<file path="src/rtl/ecc_errlog_pkg.sv">
package ecc_errlog_pkg;

    localparam int SYN_W   = 8;
    localparam int MID_W   = 3;
    localparam int ADDR_W  = 32;
    localparam int WORD_W  = 32;
    localparam int DBL_BIT = 8;
    localparam int MID_LSB = 16;

    typedef struct packed {
        logic             dbl;
        logic [SYN_W-1:0] syn;
        logic [MID_W-1:0] mid;
    } log_t;

    typedef logic [ADDR_W-3:0] waddr_t;

    function automatic logic [WORD_W-1:0] pack_log(input log_t e);
        logic [WORD_W-1:0] w;
        w                            = '0;
        w[SYN_W-1:0]                 = e.syn;
        w[DBL_BIT]                   = e.dbl;
        w[MID_LSB +: MID_W]          = e.mid;
        return w;
    endfunction

    function automatic logic [WORD_W-1:0] pack_addr(input waddr_t a);
        return {a, 2'b00};
    endfunction

endpackage

</file>
<file path="src/rtl/ecc_log_slot.sv">
module ecc_log_slot
    import ecc_errlog_pkg::*;
(
    input  logic   clk,
    input  logic   rst_n,
    input  logic   load_i,
    input  logic   clr_log_i,
    input  logic   clr_addr_i,
    input  log_t   log_i,
    input  waddr_t addr_i,
    output log_t   log_o,
    output waddr_t addr_o
);

    typedef struct packed {
        log_t   log;
        waddr_t addr;
    } slot_t;

    slot_t slot_d, slot_q;

    always_comb begin
        slot_d = slot_q;
        if (clr_log_i)  slot_d.log  = '0;
        if (clr_addr_i) slot_d.addr = '0;
        if (load_i) begin
            slot_d.log  = log_i;
            slot_d.addr = addr_i;
        end
    end

    always_ff @(posedge clk or negedge rst_n) begin
        if (!rst_n) slot_q <= '0;
        else        slot_q <= slot_d;
    end

    assign log_o  = slot_q.log;
    assign addr_o = slot_q.addr;

    p_hold_log_r8: assert property (@(posedge clk) disable iff (!rst_n)
        (!load_i && !clr_log_i) |=> $stable(log_o));

    p_hold_addr_r8: assert property (@(posedge clk) disable iff (!rst_n)
        (!load_i && !clr_addr_i) |=> $stable(addr_o));

    p_load_takes_r2: assert property (@(posedge clk) disable iff (!rst_n)
        load_i |=> (log_o == $past(log_i)) && (addr_o == $past(addr_i)));

endmodule

</file>
<file path="src/rtl/ecc_log_alloc.sv">
module ecc_log_alloc #(
    parameter int NUM_SLOTS = 2
) (
    input  logic                 clk,
    input  logic                 rst_n,
    input  logic                 evt_valid_i,
    input  logic [NUM_SLOTS-1:0] clr_slot_i,
    input  logic                 clr_drop_i,
    output logic [NUM_SLOTS-1:0] load_o,
    output logic [NUM_SLOTS-1:0] busy_o,
    output logic                 drop_o
);

    typedef struct packed {
        logic                 drop;
        logic [NUM_SLOTS-1:0] busy;
    } st_t;

    st_t                  st_d, st_q;
    logic [NUM_SLOTS-1:0] free;
    logic [NUM_SLOTS-1:0] load;
    logic                 placed;

    always_comb begin
        free   = ~st_q.busy | clr_slot_i;
        load   = '0;
        placed = 1'b0;
        for (int i = 0; i < NUM_SLOTS; i++) begin
            if (evt_valid_i && !placed && free[i]) begin
                load[i] = 1'b1;
                placed  = 1'b1;
            end
        end
        st_d.busy = (st_q.busy & ~clr_slot_i) | load;
        st_d.drop = (st_q.drop & ~clr_drop_i) | (evt_valid_i & ~placed);
    end

    always_ff @(posedge clk or negedge rst_n) begin
        if (!rst_n) st_q <= '0;
        else        st_q <= st_d;
    end

    assign load_o = load;
    assign busy_o = st_q.busy;
    assign drop_o = st_q.drop;

    p_one_slot_r4: assert property (@(posedge clk) disable iff (!rst_n)
        $onehot0(load_o));

    p_no_overwrite_r5: assert property (@(posedge clk) disable iff (!rst_n)
        (load_o & busy_o & ~clr_slot_i) == '0);

    p_drop_full_r5: assert property (@(posedge clk) disable iff (!rst_n)
        (evt_valid_i && (&(busy_o & ~clr_slot_i))) |=> drop_o);

    p_drop_hold_r9: assert property (@(posedge clk) disable iff (!rst_n)
        (evt_valid_i && load_o == '0) |=> drop_o);

    for (genvar g = 0; g < NUM_SLOTS; g++) begin : g_chk
        p_evt_wins_r9: assert property (@(posedge clk) disable iff (!rst_n)
            load_o[g] |=> busy_o[g]);
        p_w1c_r7: assert property (@(posedge clk) disable iff (!rst_n)
            (clr_slot_i[g] && !load_o[g]) |=> !busy_o[g]);
    end

endmodule

</file>
<file path="src/rtl/ecc_errlog_top.sv">
module ecc_errlog_top
    import ecc_errlog_pkg::*;
#(
    parameter int NUM_SLOTS = 2,
    localparam int NUM_REGS = 2 * NUM_SLOTS + 1,
    localparam int RA_W     = $clog2(NUM_REGS)
) (
    input  logic              clk,
    input  logic              rst_n,
    input  logic              evt_valid_i,
    input  logic              evt_double_i,
    input  logic [SYN_W-1:0]  evt_syndrome_i,
    input  logic [MID_W-1:0]  evt_master_i,
    input  logic [ADDR_W-1:0] evt_addr_i,
    input  logic [RA_W-1:0]   reg_addr_i,
    input  logic              reg_wen_i,
    input  logic [WORD_W-1:0] reg_wdata_i,
    output logic [WORD_W-1:0] reg_rdata_o,
    output logic              irq_o
);

    logic [NUM_SLOTS-1:0] load, busy, clr_slot, clr_log, clr_addr;
    logic                 drop, clr_drop, wr_status;
    log_t                 evt_log;
    waddr_t               evt_waddr;
    log_t                 slot_log  [NUM_SLOTS];
    waddr_t               slot_addr [NUM_SLOTS];
    int unsigned          ra;

    assign ra        = int'(reg_addr_i);
    assign evt_log   = '{dbl: evt_double_i, syn: evt_syndrome_i, mid: evt_master_i};
    assign evt_waddr = evt_addr_i[ADDR_W-1:2];
    assign wr_status = reg_wen_i && (ra == 0);
    assign clr_slot  = wr_status ? reg_wdata_i[NUM_SLOTS-1:0] : '0;
    assign clr_drop  = wr_status & reg_wdata_i[NUM_SLOTS];

    ecc_log_alloc #(.NUM_SLOTS(NUM_SLOTS)) alloc_i (
        .clk        (clk),
        .rst_n      (rst_n),
        .evt_valid_i(evt_valid_i),
        .clr_slot_i (clr_slot),
        .clr_drop_i (clr_drop),
        .load_o     (load),
        .busy_o     (busy),
        .drop_o     (drop)
    );

    for (genvar g = 0; g < NUM_SLOTS; g++) begin : g_slot
        assign clr_log[g]  = reg_wen_i && (ra == 2 * g + 1);
        assign clr_addr[g] = reg_wen_i && (ra == 2 * g + 2);

        ecc_log_slot slot_i (
            .clk       (clk),
            .rst_n     (rst_n),
            .load_i    (load[g]),
            .clr_log_i (clr_log[g]),
            .clr_addr_i(clr_addr[g]),
            .log_i     (evt_log),
            .addr_i    (evt_waddr),
            .log_o     (slot_log[g]),
            .addr_o    (slot_addr[g])
        );
    end

    always_comb begin
        reg_rdata_o = '0;
        if (ra == 0) reg_rdata_o[NUM_SLOTS:0] = {drop, busy};
        for (int i = 0; i < NUM_SLOTS; i++) begin
            if (ra == 2 * i + 1) reg_rdata_o = pack_log(slot_log[i]);
            if (ra == 2 * i + 2) reg_rdata_o = pack_addr(slot_addr[i]);
        end
    end

    assign irq_o = drop | (|busy);

    p_irq_cause_r6: assert property (@(posedge clk) disable iff (!rst_n)
        $rose(irq_o) |-> $past(evt_valid_i));

    p_irq_drop_r6: assert property (@(posedge clk) disable iff (!rst_n)
        (evt_valid_i && !clr_drop) |=> irq_o);

endmodule

</file>
<file path="config.mk">
export PLATFORM = sky130hd
export DESIGN_NAME = ecc_errlog_top
export DESIGN_NICKNAME = d
export VERILOG_FILES = /design/src/rtl/ecc_errlog_pkg.sv /design/src/rtl/ecc_log_slot.sv /design/src/rtl/ecc_log_alloc.sv /design/src/rtl/ecc_errlog_top.sv
export SDC_FILE = /design/constraint.sdc
export NUM_CORES = 1
export LEC_CHECK = 0
export ABC_AREA = 1
export BUFFER_PORTS_ARGS = -buffer_cell sky130_fd_sc_hd__buf_2
export CORE_ASPECT_RATIO = 1.4
export CORE_MARGIN = 2
export CORE_UTILIZATION = 45
export DETAILED_ROUTE_END_ITERATION = 10
export GPL_TIMING_DRIVEN = 0
export PLACE_DENSITY = 0.73
export SYNTH_ARGS = -nofsm -noshare
export SYNTH_HDL_FRONTEND = slang
export SYNTH_SLANG_ARGS = --single-unit
</file>
<file path="constraint.sdc">
create_clock -name clk -period 1.8 [get_ports clk]
set_input_delay 0.18 -clock clk [delete_from_list [all_inputs] [get_ports clk]]
set_output_delay 0.18 -clock clk [all_outputs]
set_load 0.1 [all_outputs]
</file>
* After elaboration in Yosys (flattened, before gate mapping)
Index checks and enable logic that the tools add are counted.
** Word-level totals
- Memories :: 0
- Memory bits (read-only) :: 0
- Bits in writable memories :: 0
- Bits in registers :: 87
- Word-level logic and storage cells :: 56
- Latch bits :: 0
- Bits of input ports :: 83
** Operators by class
- Order comparisons :: 0
- Multiplexer cells :: 15
- Equal/unequal tests :: 4
- $add $sub $neg :: 0
- Reduce and logical (&&, ||, !) cells :: 15
- Multipliers :: 0
- Shifts and indexed selects :: 0
- Bitwise operators :: 12
- Divide/modulo/power cells :: 0
** Operator list (number)
- 32-bit 2-to-1 mux :: 3
- 42-bit 2-to-1 mux :: 2
- 30-bit 2-to-1 mux :: 2
- 32-bit zero test :: 1
- 12-bit 2-to-1 mux :: 2
- 19-bit 2-to-1 mux :: 1
- 1-bit logical AND :: 8
- 2-bit nonzero test :: 4
- 3-bit by 2-bit == test with 1-bit output (second input constant) :: 2
- 2-bit inverter :: 2
- 2-bit bitwise OR :: 2
- 1-bit bitwise AND :: 3
- 3-bit by 1-bit == test with 1-bit output (second input constant) :: 1
- 3-bit == test (second input constant) :: 1
- 1-bit 2-to-1 mux :: 3
- 3-bit 2-to-1 mux :: 1
- 2-bit bitwise AND :: 1
- 2-bit 2-to-1 mux :: 1
- 1-bit inverter :: 2
- 1-bit bitwise OR :: 2
- 2-bit OR reduction :: 1
- 1-bit zero test :: 1

* Depth between registers and ports, before layout
- Depth after elaboration :: 13
- Gate-level depth with buffers :: 8
- Mapped depth without buffers :: 7

* Hierarchy
Synthesis repeated with hierarchy kept, for this count alone.
** Second synthesis, totals
- Cell total of the unflattened synthesis :: 530
- Area total of the unflattened synthesis :: 4120.2 um2
** By module, submodules not included
- ecc_log_slot :: area each 1660.3 um2, cells each 179, sequential area each 1051.0 um2, instances 2
- ecc_errlog_top :: area each 655.6 um2, cells each 156, sequential area each 0.0 um2, instances 1
- ecc_log_alloc :: area each 143.9 um2, cells each 16, sequential area each 75.1 um2, instances 1

* Worst setup path after synthesis
No wires, ideal clock.
- Path type :: input to output
- Start :: in reg_addr_i[2]
- End :: out reg_rdata_o[10]
- Arrival time :: 2.677 ns
- Path slack :: -1.057 ns
- Stages on the path :: 4
- Data required time :: 1.620 ns
- Path through :: nor2_4 nand2_1 clkbuf_1 o21ai_0
** On the way
- Cells in the longest elaborated chain, start to end :: 4
** Ends and longest elaborated chain
- start: declaration :: RTL line ecc_errlog_top.sv:15 : input logic [RA_W-1:0] reg_addr_i,
- 3-bit by 2-bit == test with 1-bit output :: RTL line ecc_errlog_top.sv:70 : if (ra == 2 * i + 2) reg_rdata_o = pack_addr(slot_addr[i]);
- 32-bit 2-to-1 mux :: RTL line ecc_errlog_top.sv:70
- 32-bit 2-to-1 mux :: RTL line ecc_errlog_top.sv:69 : if (ra == 2 * i + 1) reg_rdata_o = pack_log(slot_log[i]);
- 32-bit 2-to-1 mux (*) :: RTL line ecc_errlog_top.sv:70
- end: declaration :: RTL line ecc_errlog_top.sv:18 : output logic [WORD_W-1:0] reg_rdata_o,
Mark *: on every way between the ends. The rest lies on a longest branch, timed or not.

* Worst setup path in the final report
- Start :: in reg_addr_i[2]
- End :: out reg_rdata_o[8]
** On the way
- Cells in the longest elaborated chain, start to end :: 5
** Ends and longest elaborated chain (RTL line)
- 3-bit by 1-bit == test with 1-bit output :: ecc_errlog_top.sv:69
- 19-bit 2-to-1 mux :: ecc_errlog_top.sv:69
- 32-bit 2-to-1 mux :: ecc_errlog_top.sv:70
- 32-bit 2-to-1 mux :: ecc_errlog_top.sv:69
- 32-bit 2-to-1 mux (*) :: ecc_errlog_top.sv:70
Marks and branches as above.

==> run_results.csv <==
group,metric,value,unit
finish,drive_gt1_frac,0.2475,
clock_network,clk_pin_slew,60,ps
routing,ant_nets,0,
finish,diodes,0,
placement,hpwl,8467,um
clock_network,cts_tree,"built",
setup_path,cp_max_fo,10,
floorplan,coreArea,8977,um^2
hold_path,min-delay-start,"evt_syndrome_i[3]",
floorplan,start_util,0.4595,
power_and_ir_drop,irDropWorstVdd,0.5505,mV
placement,placed_area,4776,um^2
grt,grt_max_degree,49,
floorplan,boundaryPins,116,
setup_path,start_kind,"input port",
floorplan,fp.dieW,84.92,um
finish,instances_no_fill,709,
clock_network,cts.sinks,87,
grt,grt.overflow.total,0,
timing,fmaxAchievable,582.1,MHz
clock_network,cts_buffers,9,
finish,fillers,796,
timing,worstMarginPinSlew,832.3,ps
logic_synthesis,yosys_warnings,0,
clock_network,clock_path_buffers,2,
power_and_ir_drop,power.density,1094,nW/um^2
timing,rsz0062_at_grt,"false",
timing,hold_viol_final,0,
logic_synthesis,syn_area,4125,um^2
placement,io_buffers,83,
clock_network,clk_latency,340,ps
logic_synthesis,ys_seq_area_frac,0.5278,
grt,grt_pass1_vias,3815,
setup_path,r2r-end,"g_slot[1].slot_i.addr_o[20]",
logic_synthesis,synthFlopType,"dfrtp_1",
routing,dr_total_vias,3968,
timing,skew,7.322,ps
floorplan,die_area,9960,um^2
hold_path,whs_path_depth,3,
setup_path,endpoint_kind,"primary output",
clock_network,post_cts_buffers,0,
setup_path,r2r-start,"alloc_i.busy_o[0]",
routing,first_pass_iters,7,
placement,gp_congestion,0.8838,
timing,setup_violations,0,
logic_synthesis,synth_top_area_frac,0.5278,
clock_network,clock-root-buffer,"clkbuf_16",
routing,dr.first_iter.drc_count,306,
setup_path,r2r_cells,6,
grt,antenna_found_initial,0,
floorplan,placement_rows,41,
logic_synthesis,synth_commonest_cells,"nand3_1 (141), nand2_1 (119), dfrtp_1 (87)",
placement,dpl.cell_count,692,
logic_synthesis,synth.ff_latch_count,87,
clock_network,cts_htree_levels,3,
logic_synthesis,synth.avg_cell_area,8.234,um^2
logic_synthesis,post_synth_inst_count,501,
power_and_ir_drop,power.leakage,2.633,nW
setup_path,rrSetupSlack,410,ps
routing,wirelength,11770,um
setup_path,required,1620,ps
job,drv_cap,0,
logic_synthesis,synth_top_area_cell,"dfrtp_1",
timing,fin_crit,1718,ps
timing,slew-limit-headroom,0.4451,
logic_synthesis,synthMostInstantiatedCell,"nand3_1",
grt,grt.total_usage,0.2406,
setup_path,worstPathArrival,1540,ps
logic_synthesis,ys_types,20,
logic_synthesis,async_flop_share,1.000,
logic_synthesis,synth_edf_count,0,
finish,syn2layout_area_growth,25.78,%
logic_synthesis,netlist_top_cells_area,"dfrtp_1 (53%), nand3_1 (17%), nand2_1 (11%)",
hold_path,hold_end,"g_slot[1].slot_i.log_o[6]",
setup_path,critPathKind,"input port to primary output",
hold_path,hold_class,"input port to register",
routing,drcViolationCount,0,
timing,slew_violations,0,
grt,grt_pass1_wl,18680,um
timing,finalCritPeriodShare,0.9544,
routing,wl_per_cell,16.60,um
routing,via_per_inst,5.597,
finish,final_nets,680,
outcome,run_status,"completed",
logic_synthesis,syn_nets,584,
floorplan,die_y,117.3,um
finish,finish.instance_area,5189,um^2
per-layer routing:
layer / up-vias / share of wire / GRT usage / wire, um
li1: 1862 / - / - / -
met1: 1935 / 0.40 / 0.3063 / 4662
met2: 142 / 0.52 / 0.4084 / 6144
met3: 29 / 0.054 / 0.04067 / 634
met4: 0 / 0.028 / 0.1026 / 325
met5: - / 0 / 0 / 0
critical path, stage by stage:
cell and delay (ps):
buf_2 130, inv_1 50, nand2_1 70, nor2_1 240, clkbuf_2 300, nand2_1 80, o2111ai_1 150, buf_4 350
cells by family (layout without fill, tap and decap cells):
logic type / count (synthesis) / in the layout / synth area share
simple gates: 271 / 271 / 0.2975
buf+inv: 78 / 179 / 0.08371
flops: 87 / 87 / 0.5278
compound gates: 65 / 65 / 0.09099
cell type report:
| cell class | count | area (um^2) | share of cell area |
|---|---|---|---|
| Inverter | 40 | 150.1 | 0.02894 |
| Multi-Input combinational cell | 336 | 1677 | 0.3231 |
| Timing Repair Buffer | 85 | 539.3 | 0.1039 |
| Clock inverter | 3 | 40.04 | 0.007716 |
| Clock buffer | 13 | 270.3 | 0.05209 |
| Buffer | 38 | 201.4 | 0.03882 |
| Tap cell | 107 | 133.9 | 0.02580 |
| Sequential cell | 87 | 2177 | 0.4196 |
through the flow:
stage	hold slack, ps	TNS [ps]	total power, mW	util	worst slack (ps)
after floorplan	-115.6	-5623	3.373	-	-517.9
after global placement	427.6	-15850	3.671	0.5286	-186.1
after detailed placement	191.7	-1720	3.727	0.5320	-194.4
after CTS	75.29	0	5.684	0.5738	2.312
after global routing	92.03	0	5.908	0.5780	8.925
final	82.90	0	5.674	0.5780	82.08
state kept, by name, indices dropped and copies added (netlist names):
register              count
g_slot.slot_i.addr_o     60
g_slot.slot_i.log_o      24
alloc_i.busy_o            2
alloc_i.drop_o            1
worst max path at each step:
stage               slack, ps               to     startpoint
finish                     80   reg_rdata_o[8]  reg_addr_i[2]
global route                9  reg_rdata_o[18]  reg_addr_i[2]
CTS                         2  reg_rdata_o[13]  reg_addr_i[0]
global placement         -190  reg_rdata_o[17]  reg_addr_i[2]
floorplan                -520  reg_rdata_o[16]  reg_addr_i[2]
detailed placement       -190   reg_rdata_o[8]  reg_addr_i[2]
cell usage in the layout (no fill, tap or decap), drive strengths merged:
cell         count
nand2          121
inv             40
o211ai           2
clkinv           2
clkbuf          41
nand3          142
dfrtp           87
nand4            1
o2111ai          9
dlygate4sd3      1
nor2             7
buf             94
o21ai           54
bufinv           1
repair_timing:
item	CTS	global route
setup endpoints to repair	21	27
endpoints found under the hold margin	39	0
hold buffers	1	0
resized for setup	23	19
where the power goes:
group	switching (mW)	internal [mW]
Clock	0.746	1.19
Combinational	0.933	0.342
Sequential	0.164	2.30
(Power assumes the default switching activity.)
